### src/rtl/intr_pend_pkg.sv
package intr_pend_pkg;
  localparam int REG_W        = 32;
  localparam int IDX_W        = 6;
  localparam int LOOP_SUM_POS = 6;
  localparam int EVT_BASE     = 7;

  typedef struct packed {
    logic             enLoad;
    logic             loopClr;
    logic [IDX_W-1:0] loopIdx;
  } pendStrobe_t;
endpackage

### src/rtl/intr_pend_ctrl.sv
module intr_pend_ctrl
  import intr_pend_pkg::*;
#(
  parameter int NUM_EVT = 12
) (
  input  logic               hostAddr,
  input  logic               hostWrEn,
  input  logic [REG_W-1:0]   hostWrData,
  input  logic [REG_W-1:0]   statusWord,
  input  logic [REG_W-1:0]   enableWord,
  output pendStrobe_t        strb,
  output logic [NUM_EVT-1:0] evtClr,
  output logic [REG_W-1:0]   enData,
  output logic [REG_W-1:0]   hostRdData
);
  logic statWrite;

  always_comb begin
    statWrite    = hostWrEn && !hostAddr;
    strb.enLoad  = hostWrEn && hostAddr;
    strb.loopClr = statWrite && hostWrData[LOOP_SUM_POS];
    strb.loopIdx = hostWrData[IDX_W-1:0];
    evtClr       = statWrite ? hostWrData[EVT_BASE +: NUM_EVT] : '0;
    enData       = hostWrData;
    hostRdData   = hostAddr ? enableWord : statusWord;
  end
endmodule

### src/rtl/intr_pend_datapath.sv
module intr_pend_datapath
  import intr_pend_pkg::*;
#(
  parameter int NUM_EVT   = 12,
  parameter int NUM_CHAN  = 64,
  parameter int FORCE_POS = 20,
  localparam int CH_W     = $clog2(NUM_CHAN)
) (
  input  logic               clk,
  input  logic               rstN,
  input  pendStrobe_t        strb,
  input  logic [NUM_EVT-1:0] evtClr,
  input  logic [REG_W-1:0]   enData,
  input  logic [NUM_EVT-1:0] evtPulse,
  input  logic               loopPulse,
  input  logic [CH_W-1:0]    loopChan,
  output logic [REG_W-1:0]   statusWord,
  output logic [REG_W-1:0]   enableWord,
  output logic               irqOut
);
  localparam logic [REG_W-1:0] EN_MASK =
    ((REG_W'(1) << (NUM_EVT + 1)) - REG_W'(1)) | (REG_W'(1) << FORCE_POS);

  logic [NUM_EVT-1:0]  evtPend, evtNxt;
  logic [NUM_CHAN-1:0] loopFlag, loopNxt;
  logic [REG_W-1:0]    enReg, enNxt;
  logic                irqNxt;
  logic [IDX_W-1:0]    topIdx;
  logic                loopAny;

  assign evtNxt = (evtPend & ~evtClr) | evtPulse;
  assign enNxt  = strb.enLoad ? (enData & EN_MASK) : enReg;

  for (genvar c = 0; c < NUM_CHAN; c++) begin : g_loop
    logic setHit, clrHit;
    assign setHit     = loopPulse && (loopChan == CH_W'(c));
    assign clrHit     = strb.loopClr && (strb.loopIdx == IDX_W'(c));
    assign loopNxt[c] = (loopFlag[c] && !clrHit) || setHit;
  end

  assign irqNxt = (|(evtNxt & enNxt[NUM_EVT-1:0]))
               || ((|loopNxt) && enNxt[NUM_EVT])
               || enNxt[FORCE_POS];

  always_ff @(posedge clk or negedge rstN) begin
    if (!rstN) begin
      evtPend  <= '0;
      loopFlag <= '0;
      enReg    <= '0;
      irqOut   <= 1'b0;
    end else begin
      evtPend  <= evtNxt;
      loopFlag <= loopNxt;
      enReg    <= enNxt;
      irqOut   <= irqNxt;
    end
  end

  // highest pending channel: later (larger) hits overwrite earlier ones
  always_comb begin
    topIdx = '0;
    for (int c = 0; c < NUM_CHAN; c++)
      if (loopFlag[c]) topIdx = IDX_W'(c);
  end

  assign loopAny = |loopFlag;

  always_comb begin
    statusWord = '0;
    statusWord[EVT_BASE +: NUM_EVT] = evtPend;
    statusWord[LOOP_SUM_POS]        = loopAny;
    statusWord[IDX_W-1:0]           = topIdx;
  end

  assign enableWord = enReg;


  evt_set_chk: assert property (@(posedge clk) disable iff (!rstN)
    (|evtPulse) |=> ((evtPend & $past(evtPulse)) == $past(evtPulse)));


  evt_clr_chk: assert property (@(posedge clk) disable iff (!rstN)
    (|(evtClr & ~evtPulse)) |=> ((evtPend & $past(evtClr & ~evtPulse)) == '0));


  loop_set_chk: assert property (@(posedge clk) disable iff (!rstN)
    loopPulse |=> loopFlag[$past(loopChan)]);


  loop_clr_chk: assert property (@(posedge clk) disable iff (!rstN)
    (strb.loopClr && (int'(strb.loopIdx) < NUM_CHAN)
      && !(loopPulse && (IDX_W'(loopChan) == strb.loopIdx)))
    |=> !loopFlag[CH_W'($past(strb.loopIdx))]);


  force_irq_chk: assert property (@(posedge clk) disable iff (!rstN)
    enReg[FORCE_POS] |-> irqOut);


  quiet_irq_chk: assert property (@(posedge clk) disable iff (!rstN)
    (!enReg[FORCE_POS] && ((evtPend & enReg[NUM_EVT-1:0]) == '0)
      && !(loopAny && enReg[NUM_EVT])) |-> !irqOut);
endmodule

### src/rtl/intr_pending_reg.sv
module intr_pending_reg
  import intr_pend_pkg::*;
#(
  parameter int NUM_EVT   = 12,
  parameter int NUM_CHAN  = 64,
  parameter int FORCE_POS = 20
) (
  input  logic                        clk,
  input  logic                        rstN,
  input  logic                        hostAddr,
  input  logic                        hostWrEn,
  input  logic [31:0]                 hostWrData,
  output logic [31:0]                 hostRdData,
  input  logic [NUM_EVT-1:0]          evtPulse,
  input  logic                        loopPulse,
  input  logic [$clog2(NUM_CHAN)-1:0] loopChan,
  output logic                        irqOut
);
  pendStrobe_t        strb;
  logic [NUM_EVT-1:0] evtClr;
  logic [REG_W-1:0]   enData, statusWord, enableWord;

  intr_pend_ctrl #(.NUM_EVT(NUM_EVT)) ctrl_i (
    .hostAddr   (hostAddr),
    .hostWrEn   (hostWrEn),
    .hostWrData (hostWrData),
    .statusWord (statusWord),
    .enableWord (enableWord),
    .strb       (strb),
    .evtClr     (evtClr),
    .enData     (enData),
    .hostRdData (hostRdData)
  );

  intr_pend_datapath #(
    .NUM_EVT   (NUM_EVT),
    .NUM_CHAN  (NUM_CHAN),
    .FORCE_POS (FORCE_POS)
  ) dp_i (
    .clk        (clk),
    .rstN       (rstN),
    .strb       (strb),
    .evtClr     (evtClr),
    .enData     (enData),
    .evtPulse   (evtPulse),
    .loopPulse  (loopPulse),
    .loopChan   (loopChan),
    .statusWord (statusWord),
    .enableWord (enableWord),
    .irqOut     (irqOut)
  );
endmodule

### config.mk
export PLATFORM = sky130hd
export DESIGN_NAME = intr_pending_reg
export DESIGN_NICKNAME = d
export VERILOG_FILES = /design/src/rtl/intr_pend_pkg.sv /design/src/rtl/intr_pend_ctrl.sv /design/src/rtl/intr_pend_datapath.sv /design/src/rtl/intr_pending_reg.sv
export SDC_FILE = /design/constraint.sdc
export NUM_CORES = 1
export LEC_CHECK = 0
export ABC_AREA = 1
export ABC_CLOCK_PERIOD_IN_PS = 6000
export BUFFER_PORTS_ARGS = -buffer_cell sky130_fd_sc_hd__buf_2
export CAP_MARGIN = 0
export CORE_ASPECT_RATIO = 0.6
export CORE_MARGIN = 5
export CORE_UTILIZATION = 61
export DETAILED_ROUTE_END_ITERATION = 10
export MAX_ROUTING_LAYER = met4
export PLACE_DENSITY = 0.85
export SLEW_MARGIN = 20
export SYNTH_ARGS = -nofsm -noshare
export SYNTH_HDL_FRONTEND = slang
export SYNTH_SLANG_ARGS = --single-unit
### constraint.sdc
create_clock -name clk -period 6 [get_ports clk]
set_clock_uncertainty 0.1 [all_clocks]
set_input_delay 0.9 -clock clk [delete_from_list [all_inputs] [get_ports clk]]
set_output_delay 0.9 -clock clk [all_outputs]
set_load 0.005 [all_outputs]
==> results.cfg, run 1 <==
[status]
status = completed

[timing]
fin_crit_sh_pct = 93.2
setup_viol = 0
fin_ws_ns = 0.407
setup_tns_ns = 0
max_freq_mhz = 179
worst_pin_slew_ns = 0.849
max_slew_margin_pct = 43.3
final_max_slew_viol_count = 0
rsz0062_at_grt = yes
hold_violations = 0
finalCriticalPeriod_ns = 5.59

[yosys]
yosys_warnings = 0
ys_ff_latch = 91
synth_area_per_cell_um2 = 7.19
syn_area_um2 = 5010
synth_cells = 696
ys_seq_area_share_pct = 45.5
netlist-cell-type-count = 29

[power_and_ir_drop]
switchingPower_mw = 0.659
power.share.clock_pct = 32.1
switching_share_pct = 34.0
power_mw = 1.94
pwr-share-comb_pct = 27.2
vdd_ir_drop_max_uv = 217
p_leak_nw = 2.89
p_per_area_nw_per_um2 = 339
seqPwrFrac_pct = 40.8
internal_power_mw = 1.28

[critical_path]
required_ns = 5.00
crit_path_start_kind = register
critPathCaptureType = primary output
max_stage_delay_ns = 0.39
critPathKind = register to primary output
crit_fanout = 2
critPathSlowestCell = dfrtp_1
cp_common_cell = nand2_1
cp.arrival_ns = 4.59

[clock_tree]
ctsHoldBuffers = 0
clock_sinks = 91
clk_latency_ns = 0.34
clkTransAtPathRegs_ns = 0.06
cts_buffers = 9
clockBufferDepth = 2
cts-root-buf = clkbuf_16
ctsHtreeMaxLevel = 3
cts_tree = done

[die]
rows = 25
core_um2 = 7950
die_w_um = 127
start_util_pct = 63.0
ios = 88
dieArea_um2 = 10200
die_y_um = 80.2

[route]
drc = 0
drt-total-wl_um = 16500
wl_per_cell_um = 18.9
drtPass1Iterations = 6
dr_total_vias = 5167
drt_iter0_markers = 629
ant_nets = 0
via_per_inst = 5.94

[job]
cap_violations = 0

[layout]
drive_gt1_share_pct = 13.0
antenna_cells = 0
layout_common_cells = nand2_1 (185), o21ai_0 (147), inv_1 (98)
stdcell_count = 870
layout_commonest_cell = nand2_1
areaGrowthSynthToFinish_pct = 14.3
design_area_um2 = 5720
fin_nets = 812

[placement]
gp_congestion = 1.02
post-place-ws_ns = 0.838
hpwlAfterDp_um = 12600
port_buffers = 63
place_inst = 854
postPlaceCellArea_um2 = 5380

[global_routing]
antenna_found_initial = 1
globalRouteTotalUtil_pct = 34.0
grt_pass1_vias = 4625
grt_pass1_wl_um = 25000
overflow = 0
grt_max_degree = 66

[min_path]
holdCritPathClass = primary input to async pin
==> area by class of cell <==
| class | instances | area, um^2 |
|---|---|---|
| clock inverters | 5 | 75.1 |
| well taps | 108 | 135 |
| clock buffers | 11 | 253 |
| repair buffers | 66 | 340 |
| multi-input cells | 482 | 2180 |
| fillers | 679 | 2220 |
| inverters | 107 | 457 |
| flip-flops and latches | 91 | 2280 |
==> flip-flops by register name, indices dropped and copies added (netlist names) <==
signal,count
dp_i.loopFlag,64
dp_i.enableWord,14
dp_i.evtPend,12
dp_i.irqOut,1
==> routing by layer <==
| metal | wire length (um) | GRT usage, % |
|---|---|---|
| met2 | 6750 | 45.6 |
| met4 | 419 | 10.3 |
| met1 | 6870 | 47.2 |
| met5 | 0 | - |
| met3 | 2420 | 13.7 |
==> Yosys cell counts <==
library cell | number | area share, %
buf_1 | 1 | 0.075
nand4_1 | 5 | 0.62
clkbuf_1 | 14 | 1.0
a21boi_0 | 1 | 0.15
o21ai_0 | 147 | 15
mux2_2 | 1 | 0.22
buf_4 | 12 | 1.8
a21oi_2 | 1 | 0.17
a21oi_1 | 4 | 0.40
nor4_1 | 20 | 2.5
bufinv_8 | 4 | 1.4
o211ai_1 | 1 | 0.15
a21o_1 | 1 | 0.15
nand2_1 | 192 | 14
a22o_1 | 2 | 0.35
nor3_1 | 3 | 0.30
a32oi_1 | 1 | 0.17
inv_1 | 98 | 7.3
dfrtp_1 | 91 | 45
a221oi_1 | 2 | 0.35
conb_1 | 1 | 0.075
inv_2 | 4 | 0.30
nand3_1 | 24 | 2.4
clkinv_1 | 1 | 0.075
o21bai_1 | 2 | 0.30
o41ai_1 | 1 | 0.17
nor2_1 | 58 | 4.3
a31oi_1 | 3 | 0.37
a211oi_1 | 1 | 0.15
==> worst paths after layout <==
check	to	cells past startpoint	slack [ns]	start
worst min register to register	dp_i.evtPend[9]$_DFF_PN0_	2	0.41	dp_i.evtPend[9]$_DFF_PN0_
min in group clk	dp_i.evtPend[9]$_DFF_PN0_	2	0.41	dp_i.evtPend[9]$_DFF_PN0_
worst max-delay path	hostRdData[0]	64	0.41	dp_i.loopFlag[2]$_DFF_PN0_
worst max register to register	dp_i.irqOut$_DFF_PN0_	6	3.22	dp_i.loopFlag[2]$_DFF_PN0_
worst min-delay path	dp_i.evtPend[10]$_DFF_PN0_	1	0.36	rstN
max in group asynchronous	dp_i.enableWord[11]$_DFF_PN0_	2	4.30	rstN
==> power by group through the flow <==
stage / combinational, mW / clock, mW / sequential, mW
6_report: 0.527 / 0.622 / 0.792
5_1_grt: 0.586 / 0.653 / 0.803
4_1_cts: 0.501 / 0.626 / 0.788
3_5_place_dp: 0.496 / 0 / 0.798
3_3_place_gp: 0.479 / 0 / 0.792
2_1_floorplan: 0.346 / 0 / 0.775
==> stage by stage <==
stage	hold slack, ns	util, %
floorplan	0.361	-
global placement	0.379	67.7
detailed placement	0.392	67.7
CTS	0.364	71.8
global route	0.380	72.0
finish	0.360	72.0
==> critical path, delay by kind of cell, from the launching register on <==
family,cells,cell delay [ns]
simple gates,61,3.48
flops,1,0.39
buf+inv,2,0.20
compound gates,1,0.15
==> cells by family (layout without fill, tap and decap cells) <==
logic type | Yosys count | after routing | synth area share [%]
buffers and inverters | 134 | 189 | 12.0
AO/OA/AOI/OAI | 167 | 167 | 17.6
AND/OR/NAND/NOR | 302 | 302 | 24.6
multiplexers | 1 | 1 | 0.225
other | 1 | 12 | 0.0749
flip-flops | 91 | 91 | 45.5
==> timing repair <==
action	4_1_cts	5_1_grt
endpoints found under the setup margin	0	1
gates resized for setup	0	7
buffers inserted	0	0
hold endpoints to repair	0	0
Power figures use the tool's default switching activity.
==> run 2: changes to the inputs <==
--- a/config.mk
+++ b/config.mk
@@ -11,10 +11,11 @@
 export CAP_MARGIN = 0
 export CORE_ASPECT_RATIO = 0.6
 export CORE_MARGIN = 5
-export CORE_UTILIZATION = 61
+export CORE_UTILIZATION = 63
+export CTS_BUF_LIST = sky130_fd_sc_hd__clkbuf_4
 export DETAILED_ROUTE_END_ITERATION = 10
 export MAX_ROUTING_LAYER = met4
-export PLACE_DENSITY = 0.85
+export PLACE_DENSITY = 0.87
 export SLEW_MARGIN = 20
 export SYNTH_ARGS = -nofsm -noshare
 export SYNTH_HDL_FRONTEND = slang
==> results.cfg, run 2 (synthesized netlist as in run 1, its figures left out) <==
[timing]
rsz0062_at_grt = yes
fin_ws_ns = 0.168
max_freq_mhz = 171
worst_pin_slew_ns = 0.905
fin_crit_sh_pct = 97.2
hold_violations = 0
setup_viol = 0
max_slew_margin_pct = 39.7
finalCriticalPeriod_ns = 5.83
final_max_slew_viol_count = 0

[critical_path]
cp_common_cell = nand2_1
r2r_end = dp_i.irqOut$_DFF_PN0_
required_ns = 5.00
reg2reg_depth = 6
critPathKind = register to primary output
cp.arrival_ns = 4.83
crit_path_end = hostRdData[0]
reg2reg_slack_ns = 3.41
crit-reg2reg-launch = dp_i.loopFlag[27]$_DFF_PN0_
crit_path_start_kind = register
critPathSlowestCell = dfrtp_1
critPathCaptureType = primary output
crit_fanout = 2
max_stage_delay_ns = 0.42
startpoint = dp_i.loopFlag[2]$_DFF_PN0_

[power_and_ir_drop]
switching_share_pct = 36.3
internal_power_mw = 1.11
p_per_area_nw_per_um2 = 312
vdd_ir_drop_max_uv = 214
power.share.clock_pct = 23.8
seqPwrFrac_pct = 45.3
p_leak_nw = 2.81
power_mw = 1.74
pwr-share-comb_pct = 31.0
switchingPower_mw = 0.631

[die]
start_util_pct = 64.0
dieArea_um2 = 9890
ios = 88
core_um2 = 7820
rows = 25
die_y_um = 79.1
die_w_um = 125

[min_path]
holdCritPathClass = primary input to async pin

[placement]
place_inst = 853
hpwlAfterDp_um = 11900
post-place-ws_ns = 0.678
port_buffers = 63
gp_congestion = 0.969

[clock_tree]
ctsHoldBuffers = 0
ctsHtreeMaxLevel = 3
clock_sinks = 91
cts-root-buf = clkbuf_4
cts_tree = done
post_cts_buffers = 0
clockBufferDepth = 2
clk_latency_ns = 0.44
post_cts_resized = 0
cts_buffers = 9
clkTransAtPathRegs_ns = 0.14

[route]
wl_met2_um = 6540
wl_per_cell_um = 17.8
drc = 0
dr_total_vias = 5113
drt-total-wl_um = 15400
drtPass1Iterations = 6
ant_nets = 0
dr.max_layer_used = met4
drt_iter0_markers = 847
drt-met1-wl_um = 6430
via_per_inst = 5.89
wl_met3_um = 2300

[global_routing]
grt_max_degree = 72
globalRouteTotalUtil_pct = 31.8
antenna_found_initial = 0
overflow = 0
grt_pass1_wl_um = 23500
grt_pass1_vias = 4606

[status]
status = completed

[layout]
largest_reg_flops = 64
areaGrowthSynthToFinish_pct = 11.2
drive_gt1_share_pct = 12.9
layout_commonest_cell = nand2_1
stdcell_count = 868
antenna_cells = 0
fin_nets = 811
layout_common_cells = nand2_1 (184), o21ai_0 (147), inv_1 (98)
top_register = dp_i.loopFlag

[job]
cap_violations = 0
==> run 2: per-layer routing <==
layer | vias up | global-route usage (%)
li1 | 2347 | -
met1 | 2371 | 44.5
met2 | 367 | 45.1
met3 | 28 | 11.4
met4 | 0 | 6.49
met5 | - | -
==> run 2: worst min path at each step <==
stage / end / depth (start not counted) / start
2_1_floorplan: dp_i.evtPend[8]$_DFF_PN0_ / 2 / dp_i.evtPend[8]$_DFF_PN0_
3_3_place_gp: dp_i.evtPend[9]$_DFF_PN0_ / 2 / dp_i.evtPend[9]$_DFF_PN0_
3_5_place_dp: dp_i.evtPend[7]$_DFF_PN0_ / 2 / dp_i.evtPend[7]$_DFF_PN0_
4_1_cts: dp_i.evtPend[10]$_DFF_PN0_ / 1 / rstN
5_1_grt: dp_i.evtPend[10]$_DFF_PN0_ / 1 / rstN
6_report: dp_i.evtPend[10]$_DFF_PN0_ / 1 / rstN
==> run 2: power groups by stage <==
stage	Combinational, mW	Sequential (mW)	Clock, mW
finish	0.539	0.787	0.413
global route	0.596	0.798	0.443
floorplan	0.346	0.775	0
detailed placement	0.501	0.796	0
global placement	0.483	0.789	0
CTS	0.504	0.783	0.417
==> run 2: critical path: cells and delay by family (launching register included) <==
family	cells	cell delay [ns]
buffers and inverters	2	0.19
AO/OA/AOI/OAI	1	0.13
flip-flops	1	0.42
AND/OR/NAND/NOR	61	3.66
==> run 2: layout make-up <==
| class | count | area [um^2] |
|---|---|---|
| fillers | 657 | 2250 |
| well taps | 108 | 135 |
| inverters | 107 | 457 |
| clock inverters | 5 | 103 |
| multi-input cells | 482 | 2190 |
| flip-flops and latches | 91 | 2280 |
| clock buffers | 10 | 75.1 |
| repair buffers | 65 | 333 |
==> run 2: stage by stage <==
stage	TNS (ns)	util [%]	cell area, um^2	hold slack, ns
2_1_floorplan	0	-	5050	0.361
3_3_place_gp	0	68.7	5370	0.378
3_5_place_dp	0	68.7	5370	0.383
4_1_cts	0	70.9	5550	0.191
5_1_grt	-0.421	71.2	5570	0.184
6_report	0	71.2	5570	0.204
==> run 3: changes to the inputs <==
--- a/config.mk
+++ b/config.mk
@@ -15,7 +15,7 @@
 export CTS_BUF_LIST = sky130_fd_sc_hd__clkbuf_4
 export DETAILED_ROUTE_END_ITERATION = 10
 export MAX_ROUTING_LAYER = met4
-export PLACE_DENSITY = 0.87
+export PLACE_DENSITY = 0.92
 export SLEW_MARGIN = 20
 export SYNTH_ARGS = -nofsm -noshare
 export SYNTH_HDL_FRONTEND = slang
==> results.cfg, run 3 (synthesized netlist as in run 1, its figures left out) <==
[global_routing]
grt_pass1_wl_um = 24100
grt_pass1_vias = 4707
overflow = 0
antenna_found_initial = 0
grt_max_degree = 62
globalRouteTotalUtil_pct = 33.1

[route]
wl_per_cell_um = 18.0
dr_total_vias = 5088
drt_iter0_markers = 685
drtPass1Iterations = 6
drc = 0
via_per_inst = 5.85
drt-total-wl_um = 15700
ant_nets = 0

[timing]
max_slew_margin_pct = 45.7
final_max_slew_viol_count = 0
setup_tns_ns = 0
finalCriticalPeriod_ns = 5.56
setup_viol = 0
worst_pin_slew_ns = 0.813
hold_violations = 0
fin_crit_sh_pct = 92.7
max_freq_mhz = 180
rsz0062_at_grt = yes

[placement]
port_buffers = 63
hpwlAfterDp_um = 12100
gp_congestion = 1.09
place_inst = 854

[critical_path]
critPathSlowestCell = dfrtp_1
required_ns = 5.00
max_stage_delay_ns = 0.42
crit_fanout = 2
crit-reg2reg-launch = dp_i.loopFlag[14]$_DFF_PN0_
cp.arrival_ns = 4.56
reg2reg_depth = 6
reg2reg_slack_ns = 3.56
critPathKind = register to primary output
cp_common_cell = nand2_1
r2r_end = dp_i.irqOut$_DFF_PN0_
critPathCaptureType = primary output
crit_path_start_kind = register

[layout]
stdcell_count = 870
largest_reg_flops = 64
drive_gt1_share_pct = 12.5
fin_nets = 812
fillers = 647
layout_common_cells = nand2_1 (188), o21ai_0 (147), inv_1 (98)
top_register = dp_i.loopFlag
antenna_cells = 0
layout_commonest_cell = nand2_1
areaGrowthSynthToFinish_pct = 10.5

[min_path]
holdCritPathClass = primary input to async pin

[job]
cap_violations = 0

[status]
status = completed

[power_and_ir_drop]
pwr-share-comb_pct = 31.3
power_mw = 1.65
power.share.clock_pct = 21.1
switching_share_pct = 38.1
internal_power_mw = 1.02
p_per_area_nw_per_um2 = 299
vdd_ir_drop_max_uv = 190
switchingPower_mw = 0.631
p_leak_nw = 2.79
seqPwrFrac_pct = 47.6

[die]
start_util_pct = 64.0
die_w_um = 125
ios = 88
core_um2 = 7820
rows = 25
dieArea_um2 = 9890
die_y_um = 79.1

[clock_tree]
cts_tree = done
cts-root-buf = clkbuf_4
clock_sinks = 91
clk_latency_ns = 0.47
clkTransAtPathRegs_ns = 0.15
ctsHtreeMaxLevel = 3
post_cts_buffers = 0
cts_buffers = 9
clockBufferDepth = 2
==> run 3: cell types whose count changed in the layout (fill, tap and decap cells not counted), sizes merged <==
cell    change
buf         +1
inv         +2
bufinv      -2
clkbuf      -1
clkinv      +2
==> run 3: layout make-up <==
type                            instances  area, um^2  area share, %
Clock buffer                            9        67.6           1.22
Sequential cell                        91        2280           41.2
Inverter                              107         457           8.26
Multi-Input combinational cell        482        2180           39.4
Clock inverter                          7        76.3           1.38
Timing Repair Buffer                   66         340           6.15
Tap cell                              108         135           2.44
==> run 3: repair_timing <==
action                                 CTS  global route
endpoints found under the hold margin    0             0
gates resized for setup                  0             4
setup endpoints to repair                0             1
hold buffers                             0             0
==> run 3: routing by layer <==
| metal | wire [um] | share of wire (%) | track usage, % | up-vias |
|---|---|---|---|---|
| met3 | 2390 | 15 | 13.0 | 49 |
| met5 | 0 | 0 | - | - |
| met2 | 6510 | 41 | 44.4 | 327 |
| met1 | 6360 | 41 | 45.1 | 2353 |
| met4 | 425 | 2.7 | 13.0 | 0 |
| li1 | - | - | - | 2359 |
==> run 3: through the flow <==
step	setup WS [ns]	instance area [um^2]	utilization, %	hold WS [ns]
2_1_floorplan	1.92	5050	-	0.361
3_3_place_gp	1.05	5380	68.8	0.377
3_5_place_dp	1.03	5380	68.8	0.400
4_1_cts	0.483	5520	70.6	0.236
5_1_grt	-0.113	5530	70.7	0.245
6_report	0.439	5530	70.7	0.231
==> run 3: worst max-delay path by stage <==
stage,startpoint,slack [ns],to
after floorplan,dp_i.loopFlag[2]$_DFF_PN0_,1.92,hostRdData[0]
after CTS,dp_i.loopFlag[2]$_DFF_PN0_,0.48,hostRdData[0]
after global routing,dp_i.loopFlag[2]$_DFF_PN0_,-0.11,hostRdData[0]
final,dp_i.loopFlag[2]$_DFF_PN0_,0.44,hostRdData[0]
after detailed placement,dp_i.loopFlag[2]$_DFF_PN0_,1.03,hostRdData[0]
after global placement,dp_i.loopFlag[2]$_DFF_PN0_,1.05,hostRdData[0]
==> run 3: power by group through the flow <==
stage	registers [mW]	logic, mW	clock network [mW]
2_1_floorplan	0.775	0.346	0
3_3_place_gp	0.791	0.474	0
3_5_place_dp	0.798	0.491	0
4_1_cts	0.785	0.494	0.350
5_1_grt	0.800	0.581	0.379
6_report	0.788	0.518	0.348
==> run 3: critical path, delay by kind of cell, from the launching register on <==
family	cells	cell delay (ns)
buffers and inverters	2	0.18
and+or+nand+nor	61	3.36
DFF	1	0.42
AOI/OAI and AO/OA	1	0.13
